[config.mk]
export PLATFORM = sky130hd
export DESIGN_NAME = rrhs_slave
export DESIGN_NICKNAME = d
export VERILOG_FILES = /design/src/rtl/rrhs_pkg.sv /design/src/rtl/rrhs_sampler.sv /design/src/rtl/rrhs_fsm.sv /design/src/rtl/rrhs_fifo.sv /design/src/rtl/rrhs_slave.sv
export SDC_FILE = /design/constraint.sdc
export NUM_CORES = 1
export LEC_CHECK = 0
export BUFFER_PORTS_ARGS = -buffer_cell sky130_fd_sc_hd__buf_2
export CORE_UTILIZATION = 35
export DETAILED_ROUTE_END_ITERATION = 7
export PLACE_DENSITY = 0.62
export SYNTH_ARGS = -nofsm -noshare
export SYNTH_HDL_FRONTEND = slang
export SYNTH_HIERARCHICAL = 1
export SYNTH_SLANG_ARGS = --single-unit
[constraint.sdc]
create_clock -name clk -period 2.8 [get_ports clk]
set_clock_uncertainty 0.05 [all_clocks]
set_input_delay 0.14 -clock clk [delete_from_list [all_inputs] [get_ports clk]]
set_output_delay 0.14 -clock clk [all_outputs]
set_load 0.02 [all_outputs]
[src/rtl/rrhs_pkg.sv]
package rrhs_pkg;

  // Handshake sequencer states
  typedef enum logic [1:0] {
    HS_IDLE  = 2'd0,  // waiting for a matching request
    HS_GRANT = 2'd1,  // ready high, bus held, waiting for request to drop
    HS_STORE = 2'd2,  // captured byte is written into the queue
    HS_REFSE = 2'd3   // read refused, waiting for request to drop
  } hs_state_t;

  function automatic int unsigned ptr_bits(input int unsigned depth);
    return (depth > 1) ? $clog2(depth) : 1;
  endfunction

endpackage

[src/rtl/rrhs_sampler.sv]
module rrhs_sampler #(
  parameter int AW = 16,
  parameter int DW = 8
) (
  input  logic          clk,
  input  logic          rst_n,
  input  logic          req,
  input  logic          wr,
  input  logic [AW-1:0] addr,
  input  logic [DW-1:0] data,
  output logic          req_s,
  output logic          wr_s,
  output logic [AW-1:0] addr_s,
  output logic [DW-1:0] data_s,
  output logic          req_fall
);

  logic req_prev;

  // One bus-clock sample of every bus line
  always_ff @(posedge clk or negedge rst_n) begin
    if (!rst_n) begin
      req_s    <= 1'b0;
      req_prev <= 1'b0;
      wr_s     <= 1'b0;
      addr_s   <= '0;
      data_s   <= '0;
    end else begin
      req_s    <= req;
      req_prev <= req_s;
      wr_s     <= wr;
      addr_s   <= addr;
      data_s   <= data;
    end
  end

  // Falling request: previous sample high, current sample low
  assign req_fall = req_prev & ~req_s;

endmodule

[src/rtl/rrhs_fsm.sv]
module rrhs_fsm
  import rrhs_pkg::*;
#(
  parameter int          AW       = 16,
  parameter int          DW       = 8,
  parameter logic [AW-1:0] DEV_ADDR = '0
) (
  input  logic          clk,
  input  logic          rst_n,
  input  logic          req_s,
  input  logic          wr_s,
  input  logic [AW-1:0] addr_s,
  input  logic [DW-1:0] data_s,
  input  logic          req_fall,
  input  logic          store_busy,
  input  logic          q_full,
  output logic          ready,
  output logic          err,
  output logic          push,
  output logic [DW-1:0] push_data
);

  hs_state_t state_q, state_d;
  logic      err_d;
  logic      hold_en;
  logic      hit;
  logic      room;
  logic [DW-1:0] hold_q;

  // Address is looked at only while the request is sampled high
  assign hit  = req_s && (addr_s == DEV_ADDR);
  assign room = !q_full && !store_busy;

  // Next-state logic
  always_comb begin
    state_d = state_q;
    err_d   = 1'b0;
    hold_en = 1'b0;
    unique case (state_q)
      HS_IDLE: begin
        if (hit && !wr_s) begin
          err_d   = 1'b1;
          state_d = HS_REFSE;
        end else if (hit && room) begin
          state_d = HS_GRANT;
        end
      end
      HS_GRANT: begin
        if (req_fall) begin
          hold_en = 1'b1;
          state_d = HS_STORE;
        end
      end
      HS_STORE: begin
        state_d = HS_IDLE;
      end
      HS_REFSE: begin
        if (!req_s) begin
          state_d = HS_IDLE;
        end
      end
      default: state_d = HS_IDLE;
    endcase
  end

  // State and pulse registers
  always_ff @(posedge clk or negedge rst_n) begin
    if (!rst_n) begin
      state_q <= HS_IDLE;
      err     <= 1'b0;
    end else begin
      state_q <= state_d;
      err     <= err_d;
    end
  end

  // Byte holding register, loaded with an explicit enable
  always_ff @(posedge clk or negedge rst_n) begin
    if (!rst_n) begin
      hold_q <= '0;
    end else if (hold_en) begin
      hold_q <= data_s;
    end
  end

  assign ready     = (state_q == HS_GRANT) || (state_q == HS_STORE);
  assign push      = (state_q == HS_STORE);
  assign push_data = hold_q;

endmodule

[src/rtl/rrhs_fifo.sv]
module rrhs_fifo
  import rrhs_pkg::*;
#(
  parameter int DW    = 8,
  parameter int DEPTH = 8
) (
  input  logic                       clk,
  input  logic                       rst_n,
  input  logic                       wr_en,
  input  logic [DW-1:0]              wr_data,
  input  logic                       rd_en,
  output logic [DW-1:0]              rd_data,
  output logic                       full,
  output logic                       empty,
  output logic [$clog2(DEPTH+1)-1:0] count
);

  localparam int PW = ptr_bits(DEPTH);
  localparam int CW = $clog2(DEPTH + 1);
  localparam logic [PW-1:0] LAST = PW'(DEPTH - 1);

  logic [DW-1:0] mem [DEPTH];
  logic [PW-1:0] wr_ptr, rd_ptr;
  logic [PW-1:0] wr_ptr_d, rd_ptr_d;
  logic [CW-1:0] cnt_d;
  logic          do_wr, do_rd;

  assign do_wr = wr_en && !full;
  assign do_rd = rd_en && !empty;

  always_comb begin
    wr_ptr_d = wr_ptr;
    rd_ptr_d = rd_ptr;
    cnt_d    = count;
    if (do_wr) begin
      wr_ptr_d = (wr_ptr == LAST) ? '0 : wr_ptr + 1'b1;
    end
    if (do_rd) begin
      rd_ptr_d = (rd_ptr == LAST) ? '0 : rd_ptr + 1'b1;
    end
    if (do_wr && !do_rd) begin
      cnt_d = count + 1'b1;
    end else if (do_rd && !do_wr) begin
      cnt_d = count - 1'b1;
    end
  end

  always_ff @(posedge clk or negedge rst_n) begin
    if (!rst_n) begin
      wr_ptr <= '0;
      rd_ptr <= '0;
      count  <= '0;
    end else begin
      wr_ptr <= wr_ptr_d;
      rd_ptr <= rd_ptr_d;
      count  <= cnt_d;
    end
  end

  // Storage array: no reset, written only through the enable
  always_ff @(posedge clk) begin
    for (int i = 0; i < DEPTH; i++) begin
      if (do_wr && (wr_ptr == PW'(i))) begin
        mem[i] <= wr_data;
      end
    end
  end

  assign rd_data = mem[rd_ptr];
  assign full    = (count == CW'(DEPTH));
  assign empty   = (count == '0);

endmodule

[src/rtl/rrhs_slave.sv]
module rrhs_slave
  import rrhs_pkg::*;
#(
  parameter int            AW       = 16,
  parameter int            DW       = 8,
  parameter logic [AW-1:0] DEV_ADDR = 16'hF800,
  parameter int            DEPTH    = 8   // at least 4
) (
  input  logic          clk,
  input  logic          rst_n,
  input  logic          req,
  input  logic          wr,
  input  logic [AW-1:0] addr,
  input  logic [DW-1:0] data,
  input  logic          store_busy,
  output logic          ready,
  output logic          err,
  input  logic          pop,
  output logic [DW-1:0] pop_data,
  output logic          pop_valid
);

  localparam int CW = $clog2(DEPTH + 1);

  logic          req_s, wr_s, req_fall;
  logic [AW-1:0] addr_s;
  logic [DW-1:0] data_s;
  logic          push;
  logic [DW-1:0] push_data;
  logic          q_full, q_empty;
  logic [CW-1:0] q_count;
  logic          pop_en;

  rrhs_sampler #(.AW(AW), .DW(DW)) u_smp (
    .clk      (clk),
    .rst_n    (rst_n),
    .req      (req),
    .wr       (wr),
    .addr     (addr),
    .data     (data),
    .req_s    (req_s),
    .wr_s     (wr_s),
    .addr_s   (addr_s),
    .data_s   (data_s),
    .req_fall (req_fall)
  );

  rrhs_fsm #(.AW(AW), .DW(DW), .DEV_ADDR(DEV_ADDR)) u_fsm (
    .clk        (clk),
    .rst_n      (rst_n),
    .req_s      (req_s),
    .wr_s       (wr_s),
    .addr_s     (addr_s),
    .data_s     (data_s),
    .req_fall   (req_fall),
    .store_busy (store_busy),
    .q_full     (q_full),
    .ready      (ready),
    .err        (err),
    .push       (push),
    .push_data  (push_data)
  );

  assign pop_en = pop && !q_empty;

  rrhs_fifo #(.DW(DW), .DEPTH(DEPTH)) u_fifo (
    .clk     (clk),
    .rst_n   (rst_n),
    .wr_en   (push),
    .wr_data (push_data),
    .rd_en   (pop_en),
    .rd_data (pop_data),
    .full    (q_full),
    .empty   (q_empty),
    .count   (q_count)
  );

  assign pop_valid = !q_empty;

endmodule

Yosys cells after proc, flatten, opt, wreduce, memory -nomap -nowiden

Memory sizes are Yosys's and may differ from the RTL's.
Cells that the tools add are included.

Word-level logic and storage cells: 120
Flip-flop bits (word level): 48
Bits in writable memories: 64
Memories: 1
Output and inout port bits: 11

Bitwise operators: 2
Add/subtract/negate cells: 4
Equality and inequality tests: 16
Muxes and demuxes: 50
Reductions and logical operators: 36

Memory list:

| name       | depth | bits a word | read ports | clocked after memory_dff | write ports | line            | source |
|---|---|---|---|---|---|---|---|
| u_fifo.mem | 8     | 8           | 1          | 0                        | 1           | rrhs_fifo.sv:22 | `logic [DW-1:0] mem [DEPTH];` |

Operator list:

| cell                                             | number |
|---|---|
| two-way mux 8 bit                                | 7 |
| OR reduction 8 bit                               | 7 |
| two-way mux 1 bit                                | 27 |
| two-way mux 3 bit                                | 9 |
| logical AND 1 bit                                | 17 |
| == test 16 bit, second input constant            | 1 |
| == test 3 bit, second input constant             | 5 |
| two-way mux 2 bit                                | 4 |
| two-way mux 4 bit                                | 2 |
| case mux 2 bit (4 select lines)                  | 1 |
| adder 3 x 1 -> 3 bit, second input constant      | 2 |
| == test 3 x 2 -> 1 bit, second input constant    | 2 |
| logical NOT 1 bit                                | 6 |
| adder 4 x 1 -> 4 bit, second input constant      | 1 |
| == test 2 bit, second input constant             | 2 |
| == test 4 bit, second input constant             | 1 |
| logical NOT 4 bit                                | 1 |
| != test 2 bit, second input constant             | 2 |
| subtractor 4 x 1 -> 4 bit, second input constant | 1 |
| == test 3 x 1 -> 1 bit, second input constant    | 1 |
| logical NOT 3 bit                                | 1 |
| != test 3 x 1 -> 1 bit, second input constant    | 1 |
| AND reduction 3 bit                              | 1 |
| == test 2 x 1 -> 1 bit, second input constant    | 1 |
| 5 further kinds                                  | 5 |

Depth between registers and ports, before layout

Gate-level depths: netlist of run 1.

Depth after elaboration: 14
Mapped depth: 10
Mapped depth without buffers: 9

By module

The synthesis of run 1 kept the hierarchy.

Modules (own cells, without submodules):

| module       | seq. area each (µm²) | cells an instance | times used | area an instance (µm²) |
|---|---|---|---|---|
| rrhs_fifo    | 2,172.1              | 160               | 1          | 3,206.8 |
| rrhs_sampler | 675.6                | 28                | 1          | 689.4 |
| rrhs_fsm     | 275.3                | 51                | 1          | 615.6 |
| rrhs_slave   | 0.0                  | 2                 | 1          | 10.0 |

Worst setup path after synthesis of run 1

Ideal clock, no wire load.

Path kind: flip-flop to flip-flop
Start: register u_fifo.count[3]
End: register u_fifo.count[3]
Setup time: 131 ps
Slack: 264 ps
Required time: 2,619 ps
Data arrival time: 2,355 ps
Buffers on the path: 0
Clock period less this slack: 2,536 ps
Stages on the path, launching flop included: 10
Path through: dfrtp_1 -> nor4_1 -> nor2b_1 -> o41ai_4 -> ha_1 -> inv_1 -> ha_1 -> or4_1 -> o211ai_1 -> o211ai_1

Word-level cells in the longest chain between the ends: 7
Elaborated cells between the ends (all ways): 16

RTL lines:

| what                                                           | line             | source |
|---|---|---|
| from (decl)                                                    | rrhs_fifo.sv:15  | `output logic [$clog2(DEPTH+1)-1:0] count` |
| from (signal assigned)                                         | rrhs_fifo.sv:56  | `count <= cnt_d;` |
| logical NOT 4 bit *                                            | rrhs_fifo.sv:71  | `assign empty = (count == '0);` |
| net q_empty                                                    | rrhs_slave.sv:30 | `logic q_full, q_empty;` |
| logical NOT 1 bit *                                            | rrhs_slave.sv:64 | `assign pop_en = pop && !q_empty;` |
| logical AND 1 bit *                                            | rrhs_slave.sv:64 |  |
| net pop_en                                                     | rrhs_slave.sv:32 | `logic pop_en;` |
| logical AND 1 bit *                                            | rrhs_fifo.sv:29  | `assign do_rd = rd_en && !empty;` |
| logical NOT 1 bit                                              | rrhs_fifo.sv:41  | `if (do_wr && !do_rd) begin` |
| logical AND 1 bit                                              | rrhs_fifo.sv:41  |  |
| two-way mux 4 bit / nonzero test 2 bit (equally long branches) | --               |  |

The timed path passes the listed nets; every way through them passes the cells marked *. The select of a mux whose other input is x is not followed.
A chain may end at the register's enable or synchronous reset.

Worst setup path after layout of run 1

Same ends and word-level chain as after synthesis.

==> results of run 1 <==
-- stage by stage --
step / std cells / area [sq um]
finish: 492 / 5500
global route: 492 / 5500
CTS: 491 / 5470
detailed placement: 448 / 4900
global placement: 448 / 4900
floorplan: 241 / 4520
-- kinds of logic (layout without fill, tap and decap cells) --
| group | count (synthesis) | count (layout) |
|---|---|---|
| flip-flops | 112 | 112 |
| AND/OR/NAND/NOR | 41 | 41 |
| multiplexers | 40 | 40 |
| adder cells (fa/ha/maj) | 17 | 17 |
| buffers and inverters | 15 | 94 |
| AO/OA/AOI/OAI | 14 | 14 |
| XOR/XNOR | 2 | 2 |
-- power by group through the flow --
stage / clock (W) / sequential (W) / combinational [W]
after global placement: 0 / 0.00244 / 0.00148
after CTS: 0.00128 / 0.00244 / 0.00154
after detailed placement: 0 / 0.00247 / 0.00151
after floorplan: 0 / 0.00230 / 0.00127
after global routing: 0.00134 / 0.00250 / 0.00171
final: 0.00125 / 0.00245 / 0.00155
-- what timing repair did --
item | in CTS | in global routing
hold endpoints to repair | 74 | 0
setup buffers | 0 | 1
hold buffers | 27 | 0
endpoints found under the setup margin | 0 | 1
gates resized for setup | 0 | 4
-- layout make-up --
cell class,count,area [sq um],area share (%)
clock buffer,9,225,4.10
multi-input combinational,114,1330,24.2
timing repair buffer,71,500,9.11
sequential,112,3120,56.9
tap,172,215,3.92
inverter,7,26.3,0.478
clock inverter,7,71.3,1.30
-- critical path, stage by stage (launching register included) --
cell and delay (ns):
dfrtp_2 0.48, nor4_4 0.32, nor2b_1 0.11, o41ai_4 0.07, ha_2 0.28, inv_1 0.10
ha_1 0.36, or4_1 0.49, o211ai_1 0.12, o211ai_1 0.10
-- metal layers --
metal / up-vias / wire length (microns) / share of wire, %
li1: 1080 / - / -
met1: 1188 / 3340 / 44
met2: 58 / 3930 / 51
met3: 7 / 322 / 4.2
met4: 0 / 63 / 0.82
met5: - / 0 / 0
-- flip-flops by register name (all words and copies together), names as in the netlist, 2 cells and up --
name / flops
u_fifo/rd_ptr: 3
u_smp/addr_s: 16
u_fifo/count: 4
u_smp/data_s: 8
u_fsm/push_data: 8
u_fifo/wr_ptr: 3
u_fsm/state_q: 2
u_fifo/mem: 64
-- layout by cell type, fill, tap and decap left out, drive strengths merged, types with 6 or more instances in the layout --
master,netlist,final
nand2,6,6
buf,6,44
inv,7,12
edfxtp,64,64
mux4,16,16
dfrtp,48,48
ha,16,16
dlygate4sd3,0,27
clkbuf,2,9
mux2,22,22
and3,7,7
-- final timing paths --
check / depth (start not counted) / end / slack (ns)
max: 9 / u_fifo/count[3] / 0.20
min reg2reg: 1 / u_fsm/err / 0.42
min in group asynchronous: 2 / u_smp/addr_s[7] / 0.46
max in group asynchronous: 2 / u_fifo/count[3] / 1.55
max reg2reg: 9 / u_fifo/count[3] / 0.20
min: 4 / u_fsm/state_q[1] / 0.20
==> flow_summary.toml, run 1 <==
[clocking]
clk_latency_ns = 0.34
cts_root_buf = "clkbuf_16"
cts_tree = "built"
cts.sinks = 112
cts_made_buffers = 9
cts_max_level = 3
clockBufferDepth = 2
clk_pin_slew_worst_paths_ns = 0.08

[floorplanning]
core_sq_um = 12600
chipHeight_microns = 116
initial_utilization_pct = 35.8
ioPinCount = 41
dieArea_sq_um = 13400
dieWidth_microns = 116
placementRows = 41

[sta]
hold_slack_ns = 0.205
finalSetupViolCount = 0
fmax_ghz = 0.384
rsz0062_at_grt = "false"
min_period_over_period_pct = 92.9
hold_viol_final = 0
slew_viol_final = 0
layout_setup_ws_ns = 0.198
worst_pin_slew_ns = 1.01
finalSetupTns_ns = 0
period_needed_ns = 2.60
slew-limit-headroom_pct = 32.9

[synth]
yosys.area_share.simple_pct = 5.73
synth-seq-cells = 112
yosysTopAreaCell = "edfxtp_1"
yosysMostFrequentCell = "edfxtp_1"
avgSynthCellArea_sq_um = 18.8
synth_fa_ha_area_share_pct = 4.87
yosys-top-cells-area = "edfxtp_1 (43%), dfrtp_1 (27%), mux4_1 (4.6%)"
syn-num-nets = 288
synth_flop_cell = "edfxtp_1"
synthTopCellsByCount = "edfxtp_1 (64), dfrtp_1 (48), ha_1 (16)"
synth-compound-area-share_pct = 2.88
netlist.area_leader.share_pct = 42.5
seq_area_frac_synth_pct = 69.1
synth_xor_area_share_pct = 0.387
ys_warn_count = 6
synth-edff-count = 64
muxShareOfSynthArea_pct = 15.2
synthCells = 241
ys_types = 44
synthArstFlopShare_pct = 42.9
netlist_area_sq_um = 4520
synth_top_family_by_area = "multiplexers"

[global_routing]
grt_start_max_net_pins = 49
use_met1_pct = 15.4
grt_pass1_vias = 2399
top_usage_layer = "met2"
grt_pass1_wl_mm = 12.1
grt_usage_pct = 12.3
grt_antenna_before_repair = 0
grtUsageMet2_pct = 21.4
grt_overflow = 0
met3_usage_pct = 2.62

[power]
p_comb_share_pct = 29.5
ir_worst_vdd_mv = 0.433
p_per_area_nw_per_um2 = 954
p_int_w = 0.00356
clock_power_share_pct = 23.8
total_power_w = 0.00524
power_switching_w = 0.00169
netSwitchingFraction_pct = 32.2
cellLeakagePower_nw = 2.14
power_frac_seq_pct = 46.7

[routing]
post-route-drc-count = 0
wl_per_cell_microns = 15.6
postRouteAntennaNets = 0
vias_per_cell = 4.74
firstDrtPassIters = 4
vias = 2333
drt-total-wl_mm = 7.66
first_iter_violations = 112

[setup_path]
path_max_fanout = 7
cp-end-kind = "flip-flop"
required_ns = 2.97
startpoint = "u_fifo/count[3]"
r2r-start = "u_fifo/count[3]"
criticalPathCategory = "reg -> reg"
arrival_ns = 2.77
critPathLaunchType = "flip-flop"

[placement]
pre_cts_slack_ns = 0.0372
hpwlAfterDp_mm = 4.84
portBuffers = 40
place_congestion = 0.709

[layout]
fillers = 1140
area_growth_pct = 21.5
fin_nets = 362
post-route-util_pct = 43.5
drive_gt1_share_pct = 30.9
antenna_cells = 0

[min_path]
worstHoldStart = "store_busy"
hold_class = "in -> reg"

[run]
maxCapViolCount = 0

[status]
status = "complete, no violations"
(Power assumes the default switching activity.)
==> inputs of run 2 (changes only) <==
- ABC_AREA: default -> 1
- MAX_ROUTING_LAYER: default -> met4
- PLACE_DENSITY: 0.62 -> 0.63
- clock period: 2.8 -> 2.2 ns (I/O delays scaled with it)
==> run 2 against run 1 <==
Critical path depth grew 4. Die area grew 6.2%. Sequential share of layout area fell by 3.8 points. Core utilization grew 0.71 points. Clock power grew 21%. Sequential power grew 22%. Global-route usage increased by 1.1 points.
==> flow_summary.toml, run 2 <==
[global_routing]
use_met1_pct = 15.8
grt_pass1_vias = 3147
grt_pass1_wl_mm = 14.4
met3_usage_pct = 2.83
grt_antenna_before_repair = 0
grt_start_max_net_pins = 65
top_usage_layer = "met2"
grt_overflow = 0
grt_usage_pct = 13.4
grtUsageMet2_pct = 23.0

[floorplanning]
placementRows = 42
ioPinCount = 41
dieWidth_microns = 119
dieArea_sq_um = 14200
core_sq_um = 13300
initial_utilization_pct = 36.2
chipHeight_microns = 119

[sta]
hold_viol_final = 0
fmax_ghz = 0.491
slew_viol_final = 0
slew-limit-headroom_pct = 59.1
worst_pin_slew_ns = 0.613
finalSetupViolCount = 0
min_period_over_period_pct = 92.5
period_needed_ns = 2.03
finalSetupTns_ns = 0
rsz0062_at_grt = "false"
hold_slack_ns = 0.0820

[min_path]
hold_class = "in -> reg"
holdPathStages = 5
min_to = "u_fifo/rd_ptr[1]"
worstHoldStart = "pop"

[power]
p_comb_share_pct = 35.6
p_int_w = 0.00443
p_per_area_nw_per_um2 = 1190
power_switching_w = 0.00256
total_power_w = 0.00699
ir_worst_vdd_mv = 0.517
netSwitchingFraction_pct = 36.6
clock_power_share_pct = 21.6
cellLeakagePower_nw = 2.73
power_frac_seq_pct = 42.8

[layout]
reg_top3 = "u_fifo/mem: 64 flops, u_smp/addr_s: 16 flops"
area_growth_pct = 22.4
regArea_sq_um = 3120
fillers = 1220
layout_commonest_cell = "nand2_1"
multiInputGateArea_sq_um = 1380
antenna_cells = 0
fin_area_sq_um = 5880
largest_reg_flops = 64
drive_gt1_share_pct = 17.9
mostFrequentLayoutCells = "nand2_1 (142), nor2_1 (77), edfxtp_1 (64)"
fin_nets = 605
regMostFlops = "u_fifo/mem"

[routing]
drt-total-wl_mm = 8.40
vias_per_cell = 4.22
first_iter_violations = 114
firstDrtPassIters = 4
postRouteAntennaNets = 0
post-route-drc-count = 0
vias = 3122
wl_per_cell_microns = 11.4

[synth]
synthTopCellsByCount = "nand2_1 (142), nor2_1 (78), edfxtp_1 (64)"
yosys-top-cells-area = "edfxtp_1 (40%), dfrtp_1 (25%), nand2_1 (11%)"
seq_area_frac_synth_pct = 65.0
avgSynthCellArea_sq_um = 10.2
ys_warn_count = 6
synth-edff-count = 64
ys_types = 25
synthArstFlopShare_pct = 42.9
yosysTopAreaCell = "edfxtp_1"
netlist_area_sq_um = 4810
synth_flop_cell = "edfxtp_1"
netlist.area_leader.share_pct = 40.0
syn-num-nets = 518
yosysMostFrequentCell = "nand2_1"
synth-seq-cells = 112
synthCells = 471

[setup_path]
critPathLaunchType = "flip-flop"
criticalPathCategory = "reg -> reg"
path_max_fanout = 4
rrSetupSlack_ns = 0.17
required_ns = 2.39
timing.rr.end = "u_fifo/count[3]"
cp-end-kind = "flip-flop"
r2r-start = "u_fifo/count[1]"
startpoint = "u_fifo/count[1]"
arrival_ns = 2.23
rr_worst_depth = 13

[run]
maxCapViolCount = 0

[status]
status = "complete, no violations"

[placement]
hpwlAfterDp_mm = 5.61
place_congestion = 0.772
placed_area_sq_um = 5270
portBuffers = 40

[clocking]
cts_root_buf = "clkbuf_16"
cts.sinks = 112
clockBufferDepth = 2
cts_made_buffers = 9
cts_tree = "built"
cts_max_level = 3
clk_pin_slew_worst_paths_ns = 0.07
clk_latency_ns = 0.35
run 2: changes by cell type in the layout (fill, tap and decap cells not counted), moves of 5 or more:
cell and change:
nor2_2 +7, inv_1 +54, and3_1 -7, buf_4 +16
nor2_1 +75, nand2_1 +136, mux2_2 -5, mux2_4 -8
mux4_2 -8, nand3_1 +6, mux4_1 -8
run 2: area by class of cell:
class                   count  area share (%)
inverters                  64            4.08
well taps                 176            3.74
flip-flops and latches    112            53.1
clock buffers              10            3.89
multi-input cells         283            23.5
repair buffers             88            10.9
clock inverters             6           0.872
run 2: logic make-up after synthesis:
kind of cell	Yosys count	synth area share, %
simple gates	251	20.8
flops	112	65.0
buf+inv	76	6.79
fa+ha+maj	17	4.58
mux	8	1.87
compound gates	5	0.573
xor+xnor	2	0.364
run 2: how the worst max path moves through the flow:
stage	slack (ns)	depth (start not counted)	to
after floorplan	0.08	13	u_fifo/count[3]
after global placement	0.10	13	u_fifo/count[3]
after detailed placement	-0.02	13	u_fifo/count[3]
after CTS	0.02	13	u_fifo/count[3]
after global routing	0.04	13	u_fifo/count[3]
final	0.17	13	u_fifo/count[3]
run 2: metal layers:
layer / vias up / wire, microns
met3: 2 / 336
met2: 57 / 4180
met4: 0 / 33
li1: 1635 / -
met5: - / 0
met1: 1428 / 3860
run 2: critical path: stages (launching register included):
cell	delay [ns]
dfrtp_1	0.39
nor2_2	0.16
nand3_2	0.13
inv_2	0.08
nor2_2	0.05
nand2_1	0.08
ha_2	0.20
inv_2	0.07
ha_4	0.22
or2_2	0.28
nand2_1	0.07
nand2_1	0.04
nand3_1	0.06
nand2_1	0.05
run 2: metrics by stage:
step / utilization [%] / worst slack [ns] / std cells
6_report: 44.3 / 0.165 / 739
5_1_grt: 44.3 / 0.0445 / 739
4_1_cts: 43.8 / 0.0207 / 734
3_5_place_dp: 39.7 / -0.0184 / 691
3_3_place_gp: 39.7 / 0.102 / 691
2_1_floorplan: - / 0.0791 / 471
run 2: power by group through the flow:
stage | Clock, W | Sequential, W | Combinational (W)
final | 0.00151 | 0.00299 | 0.00249
after global routing | 0.00164 | 0.00306 | 0.00285
after CTS | 0.00155 | 0.00301 | 0.00242
after detailed placement | 0 | 0.00305 | 0.00236
after global placement | 0 | 0.00303 | 0.00229
after floorplan | 0 | 0.00292 | 0.00182
run 2: what timing repair did:
| item | 4_1_cts | 5_1_grt |
|---|---|---|
| buffers inserted | 0 | 5 |
| endpoints found under the hold margin | 52 | 0 |
| hold buffers | 27 | 0 |
| pin swaps | 0 | 3 |
| gates resized for setup | 2 | 4 |
| setup endpoints to repair | 1 | 1 |
